<file path="src/rtl/rescheck_addsub.sv">
module rescheck_addsub #(
  parameter int DW = 16,
  parameter int RA = 4
) (
  input  logic          clk,
  input  logic          rst_n,
  input  logic          in_vld,
  input  logic          op_sub,
  input  logic [DW-1:0] a_data,
  input  logic [RA-1:0] a_chk,
  input  logic [DW-1:0] b_data,
  input  logic [RA-1:0] b_chk,
  input  logic [DW-1:0] flt_inj,
  output logic          out_vld,
  output logic [DW-1:0] out_data,
  output logic [RA-1:0] out_chk,
  output logic          out_err
);

  localparam int NSL = (DW + RA - 1) / RA;
  localparam int PW  = NSL * RA;
  localparam logic [RA-1:0] RMAX = '1;
  localparam logic [RA-1:0] CW   = RA'(1) << (DW % RA);

  function automatic logic [RA-1:0] fold_add(input logic [RA-1:0] p, input logic [RA-1:0] q);
    logic [RA:0] s;
    s = {1'b0, p} + {1'b0, q};
    return s[RA-1:0] + {{(RA-1){1'b0}}, s[RA]};
  endfunction

  function automatic logic [RA-1:0] canon(input logic [RA-1:0] r);
    return (r == RMAX) ? '0 : r;
  endfunction

  function automatic logic [RA-1:0] resid(input logic [DW-1:0] v);
    logic [PW-1:0] pv;
    logic [RA-1:0] acc;
    pv = '0;
    pv[DW-1:0] = v;
    acc = '0;
    for (int k = 0; k < NSL; k++) acc = fold_add(acc, pv[k*RA +: RA]);
    return canon(acc);
  endfunction

  logic [DW-1:0] yop, sum;
  logic          cout, cc, ce;

  assign yop = op_sub ? ~b_data : b_data;

  always_comb begin
    cc  = op_sub;
    ce  = 1'b0;
    sum = '0;
    for (int i = 0; i < DW; i++) begin
      ce     = cc ^ flt_inj[i];
      sum[i] = a_data[i] ^ yop[i] ^ ce;
      cc     = (a_data[i] & yop[i]) | (ce & (a_data[i] ^ yop[i]));
    end
    cout = cc;
  end

  logic [RA-1:0] pred, act_raw, act, sum_res;
  logic          mismatch;

  assign pred     = canon(fold_add(canon(a_chk), op_sub ? ~canon(b_chk) : canon(b_chk)));
  assign sum_res  = resid(sum);
  assign act_raw  = fold_add(sum_res, cout ? CW : '0);
  assign act      = canon(op_sub ? fold_add(act_raw, ~CW) : act_raw);
  assign mismatch = (pred != act);

  always_ff @(posedge clk or negedge rst_n) begin
    if (!rst_n) begin
      out_vld  <= 1'b0;
      out_err  <= 1'b0;
      out_data <= '0;
      out_chk  <= '0;
    end else begin
      out_vld <= in_vld;
      out_err <= in_vld & mismatch;
      if (in_vld) begin
        out_data <= sum;
        out_chk  <= sum_res;
      end
    end
  end

  a_r3_vld_follows: assert property (@(posedge clk) disable iff (!rst_n)
    in_vld |=> out_vld);
  a_r3_idle_hold: assert property (@(posedge clk) disable iff (!rst_n)
    !in_vld |=> (!out_vld && $stable(out_data) && $stable(out_chk)));
  a_r4_chk_range: assert property (@(posedge clk) disable iff (!rst_n)
    out_vld |-> (out_chk != RMAX));
  a_r5_clean_quiet: assert property (@(posedge clk) disable iff (!rst_n)
    (in_vld && flt_inj == '0 && canon(a_chk) == resid(a_data) && canon(b_chk) == resid(b_data))
      |=> !out_err);
  a_r6_flip_flagged: assert property (@(posedge clk) disable iff (!rst_n)
    (in_vld && $countones(flt_inj) == 1 && canon(a_chk) == resid(a_data)
      && canon(b_chk) == resid(b_data)) |=> out_err);
  a_r8_err_needs_vld: assert property (@(posedge clk) disable iff (!rst_n)
    out_err |-> out_vld);

endmodule

</file>
<file path="config.mk">
export PLATFORM = sky130hd
export DESIGN_NAME = rescheck_addsub
export DESIGN_NICKNAME = d
export VERILOG_FILES = /design/src/rtl/rescheck_addsub.sv
export SDC_FILE = /design/constraint.sdc
export NUM_CORES = 1
export LEC_CHECK = 0
export ABC_AREA = 1
export BUFFER_PORTS_ARGS = -buffer_cell sky130_fd_sc_hd__buf_2
export CAP_MARGIN = 40
export CORE_MARGIN = 3
export CORE_UTILIZATION = 39
export DETAILED_ROUTE_END_ITERATION = 12
export GPL_ROUTABILITY_DRIVEN = 1
export PLACE_DENSITY = 0.68
export SKIP_LAST_GASP = 1
export SLEW_MARGIN = 5
export SYNTH_ARGS = -nofsm -noshare
export SYNTH_HDL_FRONTEND = slang
export SYNTH_SLANG_ARGS = --single-unit
</file>
<file path="constraint.sdc">
create_clock -name clk -period 1.25 [get_ports clk]
set_clock_uncertainty 0.1 [all_clocks]
set_input_delay 0.1875 -clock clk [delete_from_list [all_inputs] [get_ports clk]]
set_output_delay 0.1875 -clock clk [all_outputs]
set_load 0.03 [all_outputs]
</file>
==> metrics.yaml, run 1 <==
layout:
  fin_util_pct: 61.0
  mostFrequentLayoutCells: "buf_2 (79), nand2_1 (75), buf_4 (64)"
  fin_cells: 604
  final_common_cell: "buf_2"
  nets: 621
  area_growth_pct: 48.8
  n_antenna_cell: 0
  layout-drive-gt1-share_pct: 43.9
  fillers: 669
  stdcell_area_sq_mm: 0.00421
synth:
  synthCells: 357
  ys_types: 28
  ys.warnings.count: 0
  syn_avg_cell_area_sq_um: 7.93
  synth_nets: 469
  synth_area_sq_mm: 0.00283
  yosysSeqAreaShare_pct: 19.5
  ys_seq_elements: 22
floorplan:
  chipWidth_microns: 91.2
  core_sq_mm: 0.00691
  die_h_microns: 91.2
  start_util_pct: 41.0
  io_pins: 82
  design.die.area_sq_mm: 0.00831
  rows: 30
grt:
  grt_pass1_vias: 2770
  grt_pass1_wl_mm: 11.6
  overflow: 0
  grt_util_all_layers_pct: 16.8
  grt_antenna_before_repair: 0
  grt_max_degree: 38
timing:
  tightest_slew_ns: 0.459
  setup_ws_ns: -11.42
  maxSlewHeadroom_pct: 69.4
  hold_viol: 0
  drv_slew: 0
  grt_setup_unrepaired: "yes"
  period_share_pct: 1010
  setup_viol_count_final: 20
  timing.fmax_mhz: 78.9
  period_needed_ns: 12.67
  whs_ns: 0.0319
place:
  hpwl_mm: 5.88
  place.gp.congestion: 0.827
  dpl_cell_area_sq_mm: 0.00391
  dp_cells: 591
  numPortBuffers: 81
worst_setup_path:
  r2r_slack_ns: 0.50
  start_kind: "primary input"
  timing_worst_setup_path_type: "in2reg"
  crit_fanout: 6
  required_ns: 1.29
  worst_path_most_repeated_cell: "fa_2"
  endpoint_kind: "register"
  reg2reg_to: "out_data[14]"
  crit_arrival_ns: 12.71
  slowest_delay_ns: 0.52
  rr_worst_depth: 2
  r2r_start: "out_data[14]"
  critPathSlowestCell: "fa_1"
detailed_routing:
  vias: 2713
  vias_per_cell: 4.49
  drt-initial-drc-count: 63
  drtAntennaViolNets: 0
  wl_per_cell_microns: 11.3
  top_layer_used: "met4"
  postRouteWirelength_mm: 6.84
  met2_length_mm: 3.52
  drc: 0
  drt-met1-wl_mm: 2.88
  drt-pass1-iter-count: 4
  met3_length_microns: 231
outcome:
  violations: "negative setup slack"
  status: "finished with violations"
clock_network:
  cts_buffer_depth: 2
  root_buffer: "clkbuf_8"
  clock_latency_ns: 0.25
  cts_made_buffers: 3
  clock_sinks: 22
  htreeDepth: 1
  path_clk_slew_ns: 0.08
  cts_tree: "yes"
hold_path:
  holdPathEnd: "out_vld"
  hp-start: "in_vld"
  holdPathStages: 1
  hold_class: "in2reg"
flow_run:
  drv_cap: 0
[per-layer routing]
metal / up-vias / GRT usage, %
met5: - / 0
li1: 1399 / -
met4: 0 / 6.66
met2: 55 / 30.0
met1: 1249 / 20.6
met3: 10 / 1.57
[synthesized netlist by cell type]
library cell	number	share of area (%)
nand2_4	1	0.40
xor2_1	26	8.0
inv_1	60	8.0
inv_2	2	0.27
nand3_2	2	0.71
fa_1	20	14
xnor2_1	22	6.8
clkinv_1	2	0.27
nor2_1	12	1.6
nor2_4	2	0.80
a21o_1	1	0.27
nor4_1	1	0.22
nand3_4	1	0.62
o21ai_0	21	3.7
or2_2	3	0.66
nor3b_1	1	0.27
o21bai_1	1	0.27
ha_1	32	14
a21oi_2	2	0.62
nand3b_1	4	1.1
nand2_1	80	11
nand4_1	3	0.66
clkbuf_1	3	0.40
buf_1	2	0.27
nand3_1	17	3.0
nand2_2	7	1.5
dfrtp_1	22	19
a21oi_1	7	1.2
[area by class of cell]
class,instances,area [sq um],area share (%)
clock buffers,3,41.3,0.980
clock inverters,1,30.0,0.713
inverters,64,240,5.70
multi-input cells,266,2240,53.1
flip-flops and latches,22,551,13.1
well taps,96,120,2.85
repair buffers,152,993,23.6
[state kept, by name, summed over array words and instances, names as in the netlist]
register / flops
out_chk: 4
out_vld: 1
out_err: 1
out_data: 16
[metrics by stage]
stage,setup WS (ns),TNS [ns]
5_1_grt,-12.03,-110.90
4_1_cts,-11.49,-107.35
3_5_place_dp,-11.91,-114.72
3_3_place_gp,-11.64,-112.56
2_1_floorplan,-11.26,-108.53
6_report,-11.42,-106.68
[worst max path at each step]
stage,from,to,slack (ns),depth (start not counted)
6_report,op_sub,out_err,-11.42,69
5_1_grt,op_sub,out_err,-12.03,69
4_1_cts,op_sub,out_err,-11.49,70
3_5_place_dp,op_sub,out_err,-11.91,69
3_3_place_gp,op_sub,out_err,-11.64,69
2_1_floorplan,op_sub,out_err,-11.26,69
[critical path: cells and delay by family]
family                   cells  cell delay [ns]
AO/OA/AOI/OAI                3             0.25
AND/OR/NAND/NOR             18             1.63
adder cells (fa/ha/maj)     25             7.72
buffers and inverters        7             0.41
XOR/XNOR                    16             2.48
[repair_timing]
| action | 4_1_cts | 5_1_grt |
|---|---|---|
| setup buffers | 6 | 4 |
| hold buffers | 1 | 0 |
| endpoints found under the hold margin | 22 | 0 |
| resized for setup | 31 | 11 |
| setup endpoints to repair | 20 | 20 |
| pin swaps | 5 | 5 |
[kinds of logic (layout without fill, tap and decap cells)]
kind of cell             count (synthesis)  count (layout)  synth area share (%)
AO/OA/AOI/OAI                           32              32                  6.10
flip-flops                              22              22                  19.5
buffers and inverters                   69             220                  9.15
AND/OR/NAND/NOR                        134             134                  22.1
XOR/XNOR                                48              48                  14.9
adder cells (fa/ha/maj)                 52              52                  28.3
Power of run 1 is left out: the tool's default activity adds up to more than one toggle a clock period on the data nets, which glitch-free logic cannot reach.
==> inputs of run 2 (changes only) <==
--- a/config.mk
+++ b/config.mk
@@ -12,7 +12,7 @@
 export CORE_UTILIZATION = 39
 export DETAILED_ROUTE_END_ITERATION = 12
 export GPL_ROUTABILITY_DRIVEN = 1
-export PLACE_DENSITY = 0.68
+export PLACE_DENSITY = 0.7
 export SKIP_LAST_GASP = 1
 export SLEW_MARGIN = 5
 export SYNTH_ARGS = -nofsm -noshare
==> constraint.sdc (replaced) <==
create_clock -name clk -period 11.24 [get_ports clk]
set_clock_uncertainty 0.1 [all_clocks]
set_input_delay 1.686 -clock clk [delete_from_list [all_inputs] [get_ports clk]]
set_output_delay 1.686 -clock clk [all_outputs]
set_load 0.03 [all_outputs]
==> metrics.yaml, run 2 (synthesis gave the netlist of run 1 again) <==
clock_network:
  htreeDepth: 1  # unchanged
  cts_made_buffers: 3  # unchanged
  clock_sinks: 22  # unchanged
  clock_latency_ns: 0.26  # about the same
  cts_buffer_depth: 2  # unchanged
  path_clk_slew_ns: 0.08  # about the same
  root_buffer: "clkbuf_8"
  holdBufCountCts: 0  # -1
  cts_tree: "yes"
timing:
  grt_setup_unrepaired: "yes"
  maxSlewHeadroom_pct: 42.7  # -27 points
  hold_viol: 0  # unchanged
  timing.fmax_mhz: 71.2
  tightest_slew_ns: 0.854  # +0.395 ns
  drv_slew: 0  # unchanged
  period_needed_ns: 14.04
  period_share_pct: 125
  setup_ws_ns: -2.80  # +8.62 ns
  setup_viol_count_final: 5  # -75%
detailed_routing:
  wl_per_cell_microns: 11.6  # +2.4%
  drt-initial-drc-count: 81  # +29%
  vias_per_cell: 4.46  # -0.81%
  drc: 0  # unchanged
  drtAntennaViolNets: 0  # unchanged
  postRouteWirelength_mm: 6.85  # +0.16%
  drt-pass1-iter-count: 4  # unchanged
  vias: 2633  # -2.9%
layout:
  fin_util_pct: 59.3  # -1.6 points
  area_growth_pct: 44.8
  n_antenna_cell: 0  # unchanged
  largest_reg_flops: 16  # unchanged
  nets: 608  # -2.1%
  reg.largest.list: "out_data x16, out_chk x4"
  largest-register: "out_data"
  layout-drive-gt1-share_pct: 41.2  # -2.7 points
  mostFrequentLayoutCells: "buf_2 (79), nand2_1 (76), inv_1 (55)"
  final_common_cell: "buf_2"
  stdcell_area_sq_mm: 0.00410  # -2.7%
outcome:
  violations: "negative setup slack"
  status: "finished with violations"
floorplan:
  rows: 30  # unchanged
  core_sq_mm: 0.00691  # unchanged
  die_h_microns: 91.2  # unchanged
  chipWidth_microns: 91.2  # unchanged
  start_util_pct: 41.0  # unchanged
  io_pins: 82  # unchanged
  design.die.area_sq_mm: 0.00831  # unchanged
place:
  dpl_cell_area_sq_mm: 0.00375  # -3.9%
  dp_slack_ns: -3.24  # +8.67 ns
  hpwl_mm: 5.64  # -4.2%
  numPortBuffers: 81  # unchanged
  place.gp.congestion: 0.823  # -0.47%
worst_setup_path:
  start_kind: "primary input"
  timing_worst_setup_path_type: "in2reg"
  required_ns: 11.27  # +9.98 ns
  endpoint_kind: "register"
  crit_arrival_ns: 14.06  # +1.35 ns
  cp_num_buf_inv: 7  # unchanged
  crit_fanout: 6  # unchanged
  worst_path_most_repeated_cell: "fa_2"
  crit_family: "adder cells"
  critPathSlowestCell: "fa_1"
  slowest_delay_ns: 0.51  # about the same
flow_run:
  drv_cap: 0  # unchanged
grt:
  met2_usage_pct: 30.2  # +0.18 points
  grt_busiest_layer: "met2"
  grt_antenna_before_repair: 0  # unchanged
  grt_util_all_layers_pct: 17.3  # +0.50 points
  overflow: 0  # unchanged
  grt_pass1_vias: 2715  # -2.0%
  use_met3_pct: 1.99  # +0.41 points
  grt_pass1_wl_mm: 12.0  # +3.3%
  grt_util_met1_pct: 22.8  # +2.1 points
  grt_max_degree: 38  # unchanged
hold_path:
  hold_class: "reg2reg"
[run 2: changes by cell type in the layout (fill, tap and decap cells not counted), moves of 2 or more]
cell	previous run	this run
buf_4	64	48
buf_6	6	11
inv_2	10	6
xor2_1	20	24
xor2_2	6	2
inv_1	52	55
nand2_4	4	2
o21ai_0	16	18
o21ai_1	4	2
[run 2: tightest hold or removal path: cells and delay by family, from the launching register on]
family | cells | cell delay (ns)
flip-flops | 1 | 0.35
AND/OR/NAND/NOR | 2 | 0.09
[run 2: per-stage QoR]
stage / hold slack, ns / instances / TNS, ns
global route: 0.407 / 591 / -7.21
CTS: 0.375 / 591 / -5.38
finish: 0.371 / 591 / -4.96
detailed placement: 0.355 / 574 / -6.23
floorplan: 0.556 / 357 / -4.04
global placement: 0.353 / 574 / -5.14
[run 2: repair_timing]
action / CTS / global route
resized for setup: 38 / 2
gates cloned: 0 / 0
endpoints found under the setup margin: 5 / 5
buffers inserted: 14 / 0
pin swaps: 19 / 1
[run 2: area by class of cell]
| cell class | instances | area, sq um |
|---|---|---|
| clock buffers | 3 | 41.3 |
| clock inverters | 1 | 30.0 |
| fillers | 661 | 2810 |
| inverters | 64 | 243 |
| multi-input cells | 266 | 2210 |
| flip-flops and latches | 22 | 551 |
| well taps | 96 | 120 |
| repair buffers | 139 | 900 |
[run 2: per-layer routing]
layer / share of wire [%] / wire length [microns]
met1: 45 / 3100
met5: 0 / 0
met3: 5.1 / 350
met2: 48 / 3290
met4: 1.5 / 102
[run 2: worst paths after layout]
kind | cells past startpoint | start | slack, ns | end
worst max-delay path | 69 | op_sub | -2.80 | out_err
worst min-delay path | 2 | out_data[8] | 0.37 | out_data[8]
worst max register to register | 2 | out_data[15] | 10.37 | out_data[15]
worst min register to register | 2 | out_data[8] | 0.37 | out_data[8]
max in group asynchronous | 1 | rst_n | 9.44 | out_data[8]
min in group asynchronous | 1 | rst_n | 1.27 | out_data[10]
Power of run 2 is left out for the same reason.
